--- src/rtl/vr_pkg.sv ---
package vr_pkg;
  typedef enum logic [1:0] {
    SEL_DIR  = 2'd0,
    SEL_QUAD = 2'd1,
    SEL_ANG  = 2'd2
  } vr_sel_e;

  localparam int VR_LATENCY = 8;
endpackage

--- src/rtl/vr_trig_rom.sv ---
module vr_trig_rom #(
  parameter int DW = 12,
  parameter int AW = 8
) (
  input  logic                 clk,
  input  logic                 rd_en,
  input  logic                 sgn_en,
  input  logic [AW+1:0]        phase,
  output logic signed [DW-1:0] sin_o,
  output logic signed [DW-1:0] cos_o
);
  localparam int    DEPTH = 1 << AW;
  localparam real   FS    = (2.0 ** (DW - 1)) - 1.0;
  localparam real   PI    = 3.14159265358979;

  logic [DW-2:0] rom [DEPTH];

  initial begin
    for (int i = 0; i < DEPTH; i++)
      rom[i] = (DW-1)'($rtoi(FS * $sin((i + 0.5) * PI / (2.0 * DEPTH)) + 0.5));
  end

  logic [1:0]    quad_in, quad_r;
  logic [AW-1:0] idx, idx_s, idx_c;
  logic [DW-2:0] mag_s, mag_c;

  assign quad_in = phase[AW+1:AW];
  assign idx     = phase[AW-1:0];
  assign idx_s   = quad_in[0] ? ~idx : idx;
  assign idx_c   = quad_in[0] ? idx : ~idx;

  always_ff @(posedge clk) begin
    if (rd_en) begin
      mag_s  <= rom[idx_s];
      mag_c  <= rom[idx_c];
      quad_r <= quad_in;
    end
  end

  always_ff @(posedge clk) begin
    if (sgn_en) begin
      sin_o <= quad_r[1] ? -$signed({1'b0, mag_s}) : $signed({1'b0, mag_s});
      cos_o <= (quad_r[1] ^ quad_r[0]) ? -$signed({1'b0, mag_c}) : $signed({1'b0, mag_c});
    end
  end
endmodule

--- src/rtl/vr_park.sv ---
module vr_park #(
  parameter int DW = 12
) (
  input  logic                 clk,
  input  logic                 mul_en,
  input  logic                 sum_en,
  input  logic signed [DW-1:0] d_in,
  input  logic signed [DW-1:0] q_in,
  input  logic signed [DW-1:0] sin_in,
  input  logic signed [DW-1:0] cos_in,
  output logic signed [DW-1:0] x_o,
  output logic signed [DW-1:0] y_o
);
  localparam int SW = 2 * DW + 1;
  localparam logic signed [SW-1:0] HALF = SW'(1 << (DW - 2));
  localparam logic signed [SW-1:0] MAXV = SW'((1 << (DW - 1)) - 1);
  localparam logic signed [SW-1:0] MINV = -MAXV - SW'(1);

  function automatic logic signed [DW-1:0] rnd_sat(input logic signed [SW-1:0] v);
    logic signed [SW-1:0] r;
    r = (v + HALF) >>> (DW - 1);
    if (r > MAXV) return MAXV[DW-1:0];
    if (r < MINV) return MINV[DW-1:0];
    return r[DW-1:0];
  endfunction

  logic signed [2*DW-1:0] p_dc, p_qs, p_ds, p_qc;

  always_ff @(posedge clk) begin
    if (mul_en) begin
      p_dc <= d_in * cos_in;
      p_qs <= q_in * sin_in;
      p_ds <= d_in * sin_in;
      p_qc <= q_in * cos_in;
    end
    if (sum_en) begin
      x_o <= rnd_sat(SW'(p_dc) - SW'(p_qs));
      y_o <= rnd_sat(SW'(p_ds) + SW'(p_qc));
    end
  end
endmodule

--- src/rtl/vr_clarke.sv ---
module vr_clarke #(
  parameter int DW = 12
) (
  input  logic                 clk,
  input  logic                 mul_en,
  input  logic                 sum_en,
  input  logic signed [DW-1:0] x_in,
  input  logic signed [DW-1:0] y_in,
  output logic signed [DW-1:0] b_o,
  output logic signed [DW-1:0] c_o
);
  localparam int SW = 2 * DW + 1;
  localparam int K  = $rtoi(0.8660254037844386 * (2.0 ** (DW - 1)) + 0.5);
  localparam logic signed [SW-1:0] HALF = SW'(1 << (DW - 2));
  localparam logic signed [SW-1:0] MAXV = SW'((1 << (DW - 1)) - 1);
  localparam logic signed [SW-1:0] MINV = -MAXV - SW'(1);
  localparam logic signed [SW-1:0] KS   = SW'(K);

  function automatic logic signed [DW-1:0] rnd_sat(input logic signed [SW-1:0] v);
    logic signed [SW-1:0] r;
    r = (v + HALF) >>> (DW - 1);
    if (r > MAXV) return MAXV[DW-1:0];
    if (r < MINV) return MINV[DW-1:0];
    return r[DW-1:0];
  endfunction

  logic signed [SW-1:0] px, py;

  always_ff @(posedge clk) begin
    if (mul_en) begin
      px <= SW'(x_in) <<< (DW - 2);
      py <= SW'(y_in) * KS;
    end
    if (sum_en) begin
      b_o <= rnd_sat(py - px);
      c_o <= rnd_sat(-px - py);
    end
  end
endmodule

--- src/rtl/vec_rotate_3ph.sv ---
module vec_rotate_3ph #(
  parameter int DW = 12,
  parameter int AW = 8
) (
  input  logic          clk,
  input  logic          rst,
  input  logic          wr_en,
  input  logic [1:0]    wr_sel,
  input  logic [DW-1:0] wr_data,
  input  logic          start,
  output logic          busy,
  output logic          done_irq,
  output logic          wr_clash,
  output logic [DW-1:0] ph_a,
  output logic [DW-1:0] ph_b,
  output logic [DW-1:0] ph_c
);
  import vr_pkg::*;

  localparam int PW  = AW + 2;
  localparam int LAT = VR_LATENCY;
  localparam int CW  = $clog2(LAT + 1);

  logic signed [DW-1:0] d_r, q_r;
  logic [PW-1:0]        ang_r;
  logic [CW-1:0]        cnt;
  logic signed [DW-1:0] s_w, c_w, x_w, y_w, b_w, cc_w;

  // operand registers, locked while busy
  always_ff @(posedge clk) begin
    if (rst) begin
      d_r      <= '0;
      q_r      <= '0;
      ang_r    <= '0;
      wr_clash <= 1'b0;
    end else begin
      wr_clash <= wr_en && busy;
      if (wr_en && !busy) begin
        if (wr_sel == 2'(SEL_DIR))  d_r   <= wr_data;
        if (wr_sel == 2'(SEL_QUAD)) q_r   <= wr_data;
        if (wr_sel == 2'(SEL_ANG))  ang_r <= wr_data[DW-1 -: PW];
      end
    end
  end

  // sequencer
  always_ff @(posedge clk) begin
    if (rst) begin
      cnt      <= '0;
      busy     <= 1'b0;
      done_irq <= 1'b0;
      ph_a     <= '0;
      ph_b     <= '0;
      ph_c     <= '0;
    end else begin
      done_irq <= 1'b0;
      if (busy) begin
        if (cnt == CW'(LAT)) begin
          cnt      <= '0;
          busy     <= 1'b0;
          done_irq <= 1'b1;
          ph_a     <= x_w;
          ph_b     <= b_w;
          ph_c     <= cc_w;
        end else begin
          cnt <= cnt + CW'(1);
        end
      end else if (start) begin
        cnt  <= CW'(1);
        busy <= 1'b1;
      end
    end
  end

  vr_trig_rom #(.DW(DW), .AW(AW)) u_rom (
    .clk   (clk),
    .rd_en (busy && cnt == CW'(1)),
    .sgn_en(busy && cnt == CW'(2)),
    .phase (ang_r),
    .sin_o (s_w),
    .cos_o (c_w)
  );

  vr_park #(.DW(DW)) u_park (
    .clk   (clk),
    .mul_en(busy && cnt == CW'(3)),
    .sum_en(busy && cnt == CW'(4)),
    .d_in  (d_r),
    .q_in  (q_r),
    .sin_in(s_w),
    .cos_in(c_w),
    .x_o   (x_w),
    .y_o   (y_w)
  );

  vr_clarke #(.DW(DW)) u_clarke (
    .clk   (clk),
    .mul_en(busy && cnt == CW'(5)),
    .sum_en(busy && cnt == CW'(6)),
    .x_in  (x_w),
    .y_in  (y_w),
    .b_o   (b_w),
    .c_o   (cc_w)
  );
endmodule

--- config.mk ---
export PLATFORM = sky130hd
export DESIGN_NAME = vec_rotate_3ph
export DESIGN_NICKNAME = d
export VERILOG_FILES = /design/src/rtl/vr_pkg.sv /design/src/rtl/vr_trig_rom.sv /design/src/rtl/vr_park.sv /design/src/rtl/vr_clarke.sv /design/src/rtl/vec_rotate_3ph.sv
export SDC_FILE = /design/constraint.sdc
export NUM_CORES = 2
export LEC_CHECK = 0
export BUFFER_PORTS_ARGS = -buffer_cell sky130_fd_sc_hd__clkbuf_2
export CORE_MARGIN = 2
export CORE_UTILIZATION = 45
export CTS_CLUSTER_DIAMETER = 150
export DETAILED_ROUTE_END_ITERATION = 16
export HOLD_SLACK_MARGIN = 0.05
export PLACE_DENSITY_LB_ADDON = 0.3
export REMOVE_ABC_BUFFERS = 1
export SLEW_MARGIN = 40
export SYNTH_ARGS = -nofsm -noshare
export SYNTH_HDL_FRONTEND = slang
export SYNTH_SLANG_ARGS = --single-unit
export TNS_END_PERCENT = 5
--- constraint.sdc ---
create_clock -name clk -period 7.3 [get_ports clk]
set_input_delay 0 -clock clk [delete_from_list [all_inputs] [get_ports clk]]
set_output_delay 0 -clock clk [all_outputs]
set_load 0.01 [all_outputs]
# Yosys cells after proc, flatten, opt, wreduce, memory -nomap -nowiden
# Memory sizes are Yosys's and may differ from the RTL's. A register that Yosys moved wholly into a read port is not among the register bits.
# Index checks and enable logic that the tools add are counted.
dict set report op_classes {
  n_addsub 12
  n_mul 5
  div 0
  magnitude_cmp 8
  n_eq_ne 9
  n_shift 0
  muxes 47
  n_bitwise 3
  reduce_logical 16
}
# cell n
set op_table {}
lappend op_table {{$mux 12} 16}
lappend op_table {{$add 25x12->25 const B} 4}
lappend op_table {{$mul 12x12->24} 4}
lappend op_table {{$gt 14x12->1 const B} 4}
lappend op_table {{$lt 14x12->1 const B} 4}
lappend op_table {{$add 24x24->25} 1}
lappend op_table {{$neg 22->25} 1}
lappend op_table {{$sub 24x24->25} 1}
lappend op_table {{$sub 25x22->25} 1}
lappend op_table {{$sub 25x25->25} 1}
lappend op_table {{$mux 1} 24}
lappend op_table {{$neg 11->12} 2}
lappend op_table {{$mul 12x11->23 const B} 1}
lappend op_table {{$mux 11} 2}
lappend op_table {{$mux 8} 2}
lappend op_table {{$eq 4x3->1 const B} 3}
lappend op_table {{$mux 4} 3}
lappend op_table {{$eq 4x2->1 const B} 2}
lappend op_table {{$logic_and 1x1->1} 8}
lappend op_table {{$not 8->8} 1}
lappend op_table {{$reduce_and 2->1} 4}
lappend op_table {{$add 4x1->4 const B} 1}
lappend op_table {{$eq 4x1->1 const B} 1}
lappend op_table {{$eq 4x4->1 const B} 1}
lappend op_table {{other kinds (8)} 8}
dict set report totals {
  reg_bits 283
  latchBits 0
  ramBits 0
  rom_bits 2816
  output_inout_bits 39
  elab_cells 126
  n_memories 1
}
# name depth word_bits read_ports rd_ports_with_merged_regs wr line_no
set mem_list {}
lappend mem_list {u_rom.rom 256 11 2 2 0 vr_trig_rom.sv:16} ;# logic [DW-2:0] rom [DEPTH];

# Logic depth before layout (Yosys ltp)
dict set report depth {
  ltp_word 10
  mapped_depth 23
  ltp_nobuf 21
}

# By module
# Synthesis repeated with hierarchy kept, for this count alone.
dict set report hier_totals {
  hier_cells 5743
  area_unflattened_um2 49754.0
}
# mod n_inst cells_per_inst area_per_inst_um2
set modules_own_cells {}
lappend modules_own_cells {vr_park 1 2922 27710.3}
lappend modules_own_cells {vr_trig_rom 1 1608 11025.6}
lappend modules_own_cells {vr_clarke 1 853 8147.8}
lappend modules_own_cells {vec_rotate_3ph 1 360 2870.3}

# Worst setup path after synthesis
# Ideal clock, no wire load.
dict set report synth_path {
  path_type {register -> register}
  from {reg busy}
  to {reg u_park.p_dc[0] (enable)}
  t_arrival_ps 7189
  t_required_ps 6631
  setup_slack_ps -557
  stages_incl_launch_ff 4
  n_path_buf 1
  synth_period_minus_slack_ps 7857
  path_cell_list {dfxtp_1 -> clkbuf_1 -> nand2_1 -> nor3_1}
}
dict set report synth_via {
  elab_chain_cells 1
}
# item line_no
set synth_rtl {}
lappend synth_rtl {{from (decl)} vec_rotate_3ph.sv:11} ;# output logic busy,
lappend synth_rtl {{from (signal assigned)} vec_rotate_3ph.sv:50} ;# busy <= 1'b0;
lappend synth_rtl {{from (signal assigned)} vec_rotate_3ph.sv:60} ;# busy <= 1'b0;
lappend synth_rtl {{from (signal assigned)} vec_rotate_3ph.sv:70} ;# busy <= 1'b1;
lappend synth_rtl {{$logic_and 1x1->1} vec_rotate_3ph.sv:86} ;# .mul_en(busy && cnt == CW'(3)),
lappend synth_rtl {{net u_park.mul_en} vr_park.sv:5} ;# input logic mul_en,
lappend synth_rtl {{to (signal assigned)} vr_park.sv:31} ;# p_dc <= d_in * cos_in;
lappend synth_rtl {{to (decl)} vr_park.sv:27} ;# logic signed [2*DW-1:0] p_dc, p_qs, p_ds, p_qc;
# The timed path passes the listed nets, and every way through them passes these cells.
# A chain may end at the register's enable or synchronous reset.

# Final worst setup path
dict set report layout_path {
  from {reg u_rom.cos_o[11]}
  to {reg u_park.p_qc[22], data pin}
}
dict set report layout_via {
  elab_chain_cells 1
}
# item line_no
set layout_rtl {}
lappend layout_rtl {{from (decl)} vr_trig_rom.sv:10} ;# output logic signed [DW-1:0] cos_o
lappend layout_rtl {{from (signal assigned)} vr_trig_rom.sv:43} ;# cos_o <= (quad_r[1] ^ quad_r[0]) ? -$signed({1'b0, mag_c}) : $signed({1'b0, mag_c});
lappend layout_rtl {{$mul 12x12->24} vr_park.sv:34} ;# p_qc <= q_in * cos_in;
lappend layout_rtl {{to (signal assigned)} vr_park.sv:34}
lappend layout_rtl {{to (decl)} vr_park.sv:27}
# No other way between the ends.

==> flow_summary.toml <==
[pwr]
powerDensity_nw_per_um2 = 113
power_frac_comb_pct = 30.5
p_int_uw = 3750
leakagePower_uw = 0.0234
power_switching_uw = 1870
p_total_uw = 5630
seq_power_share_pct = 34.9
p_clk_share_pct = 34.7
swShare_pct = 33.3
vdd_drop_max_mv = 0.134

[synthesis]
yosys.area.top_type = "fa_1"
synth_edf_count = 227
netlist_top_cells_area = "fa_1 (27%), edfxtp_1 (15%), ha_1 (13%)"
syn_area_sq_um = 46300
yosysTopAreaCellShare_pct = 26.7
ys_seq_area_share_pct = 18.0
ys_types = 91
synth_flop_cell = "edfxtp_1"
syn_inst = 5250
ys_seq_elements = 304
async_reset_ff_share_pct = 0
syn_avg_cell_area_sq_um = 8.83
ys.warnings.count = 0

[critical_path]
r2r_cells = 17
cp.arrival_ns = 6.71
crit_path_cell_trace = "clkinv_1, buf_4, nor2_1, fa_1, fa_1, fa_1, fa_1, inv_1, fa_1, inv_1, ha_1, or2_2, o311ai_1, a21oi_1, o41ai_2, or4b_1, o211ai_1"
endpoint_kind = "flop"
crit_buf_inv = 4
cp.depth = 17
cp_slowest_stage_delay_ns = 0.66
critPathKind = "reg -> reg"
cp-start-kind = "flop"
critPathMostFrequentCell = "fa_1"
cp.required_ns = 7.69
critPathMaxFanout = 11
critPathTopFamily = "adder cells"
slowest_stage = "edfxtp_1"

[floorplan]
fp-row-count = 117
die_y_um = 325
die-area_sq_um = 106000
start_util_pct = 45.4
design.core.area_sq_um = 102000
fp.dieW_um = 325
pin_count = 57

[global_route]
grt.total_usage_pct = 23.7
antenna_found_initial = 0
grt_max_degree = 107
grt_pass1_wl_mm = 202
first_global_vias = 37700
grt_overflow = 0

[timing]
fin_skew_ns = 0.0449
fmax_mhz = 158
fin_crit_ns = 6.32
rsz0062_at_grt = "false"
slew_headroom_pct = 38.0
post-route-period-util_pct = 86.5
worst_pin_slew_ns = 0.930
drv_slew = 0
hold_violations = 0
final-setup-viol-count = 0

[place]
port_buffers = 56
place.gp.congestion = 0.958
dp_cells = 6503
place_hpwl_mm = 97.0

[finish]
mostFrequentLayoutCell = "inv_1"
antennaDiodeCount = 0
final_nets = 6318
register_area_sq_um = 8380
synthToLayoutAreaGrowth_pct = 7.84
nFillCells = 9602
final_cell_mix = "inv_1 (910), nand2_1 (622), fa_1 (617), ha_1 (477), nor2_1 (283)"
finalNonFillerCells = 6599
multi_input_area_sq_um = 33700
layout-drive-gt1-share_pct = 5.87

[cts]
htree_levels = 2
cts_tree = "yes"
worst_skew_pair.late_latency_ns = 0.58
postCtsSetupBuffers = 0
numCtsBuffers = 37
root_buffer = "clkbuf_16"
path_clk_slew_ns = 0.06
clock-sinks = 304
cts_max_path_buffers = 3

[detailed_routing]
wirelength_mm = 124
drtAntennaViolNets = 0
first_pass_iters = 5
vias = 36800
drt-vias-per-instance = 5.57
wl_per_cell_um = 18.8
first_iter_violations = 3390
drc = 0

[run_status]
status = "finished, final reports clean"

[hold_path]
hold_depth = 3
hold_class = "in -> reg"

[run]
drv_cap = 0
## kinds of logic (layout without fill, tap and decap cells)
kind of cell	Yosys count	count (layout)	synth area share, %
AND/OR/NAND/NOR	1444	1444	14.3
buffers and inverters	1182	1163	9.68
adder cells (fa/ha/maj)	1097	1097	39.6
AO/OA/AOI/OAI	1011	1011	14.3
flip-flops	304	304	18.0
XOR/XNOR	204	204	3.89
multiplexers	8	8	0.202
## sequential cells by signal (all words and copies together), names as in the netlist, 4 cells and up
register,flops
d_r,12
u_park.x_o,12
u_park.p_qc,24
ph_a,12
cnt,4
u_clarke.px,12
u_park.p_dc,24
u_clarke.c_o,12
u_park.p_ds,24
ph_b,12
u_park.p_qs,24
ph_c,12
ang_r,10
u_clarke.py,23
u_clarke.b_o,12
u_rom.mag_s,11
q_r,12
u_rom.sin_o,12
u_rom.mag_c,11
u_park.y_o,12
u_rom.cos_o,12
## power groups by stage
stage	sequential (uW)	combinational (uW)	clock (uW)
floorplan	1990	1210	0
global placement	2000	1660	0
detailed placement	2000	1690	0
CTS	1960	1710	1990
global route	1960	1930	2060
finish	1960	1720	1950
## stage by stage
step	area [sq um]	util, %	setup TNS (ns)	setup WS (ns)	hold slack (ns)
after floorplan	45300	-	-77.68	-1.56	0.0691
after detailed placement	48400	47.4	0	1.02	0.266
after global routing	50000	49.0	0	0.690	0.270
after global placement	48100	47.2	0	1.13	0.257
after CTS	49900	48.9	0	0.986	0.243
final	50000	49.0	0	0.985	0.265
## final cells by class
| cell class | count | area share, % |
|---|---|---|
| repair buffers | 184 | 2.91 |
| well taps | 1368 | 3.42 |
| clock buffers | 47 | 2.07 |
| inverters | 912 | 6.85 |
| flip-flops and latches | 304 | 16.8 |
| multi-input cells | 3764 | 67.5 |
| clock inverters | 20 | 0.516 |
## repair_timing
item / CTS / global route
hold buffers: 23 / 0
endpoints found under the hold margin: 40 / 0
gates resized for setup: 0 / 0
## tightest hold or removal path: stages
cell and delay (ns):
dlygate4sd3_1 0.52, clkbuf_2 0.11, and3b_1 0.14
## cells in the mapped netlist, types with 9 or more instances
| cell type | number |
|---|---|
| a2111oi_0 | 11 |
| a211o_1 | 9 |
| a211oi_1 | 56 |
| a21boi_0 | 13 |
| a21o_1 | 56 |
| a21oi_1 | 279 |
| a221oi_1 | 22 |
| a22o_1 | 40 |
| a311oi_1 | 18 |
| a31o_2 | 9 |
| a31oi_1 | 49 |
| and2_1 | 204 |
| and3_1 | 26 |
| buf_1 | 25 |
| buf_2 | 41 |
| clkbuf_1 | 204 |
| dfxtp_1 | 77 |
| edfxtp_1 | 227 |
| fa_1 | 617 |
| ha_1 | 480 |
| inv_1 | 910 |
| nand2_1 | 622 |
| nand2b_1 | 44 |
| nand3_1 | 68 |
| nand4_1 | 18 |
| nor2_1 | 286 |
| nor2b_1 | 25 |
| nor3_1 | 83 |
| nor4_1 | 9 |
| o211ai_1 | 37 |
| o21a_1 | 15 |
| o21ai_0 | 202 |
| o21ai_1 | 13 |
| o21bai_1 | 14 |
| o221ai_1 | 24 |
| o22ai_1 | 30 |
| o311ai_0 | 18 |
| o31ai_1 | 15 |
| or2_2 | 11 |
| or3_1 | 26 |
| xnor2_1 | 146 |
| xor2_1 | 56 |
## per-layer routing
layer | routed length, um | track usage (%) | up-vias | part of all wire (%)
met3 | 8080 | 3.23 | 313 | 6.5
met2 | 58300 | 39.2 | 1426 | 47
met5 | 0 | 0 | - | 0
met4 | 6220 | 10.7 | 0 | 5.0
li1 | - | - | 17100 | -
met1 | 51700 | 30.9 | 17900 | 42
## path summary, 6_finish.rpt
kind	startpoint	end	slack (ns)
worst min register to register	ang_r[9]$_SDFFE_PP0P_	u_rom.quad_r[1]$_DFFE_PP_	0.45
worst min-delay path	wr_en	wr_clash$_SDFF_PP0_	0.27
worst max register to register	u_rom.cos_o[11]$_SDFFCE_PP0P_	u_park.p_qc[22]$_DFFE_PP_	0.98
worst max-delay path	u_rom.cos_o[11]$_SDFFCE_PP0P_	u_park.p_qc[22]$_DFFE_PP_	0.98
Note: power is estimated with default switching activity, not from simulation.
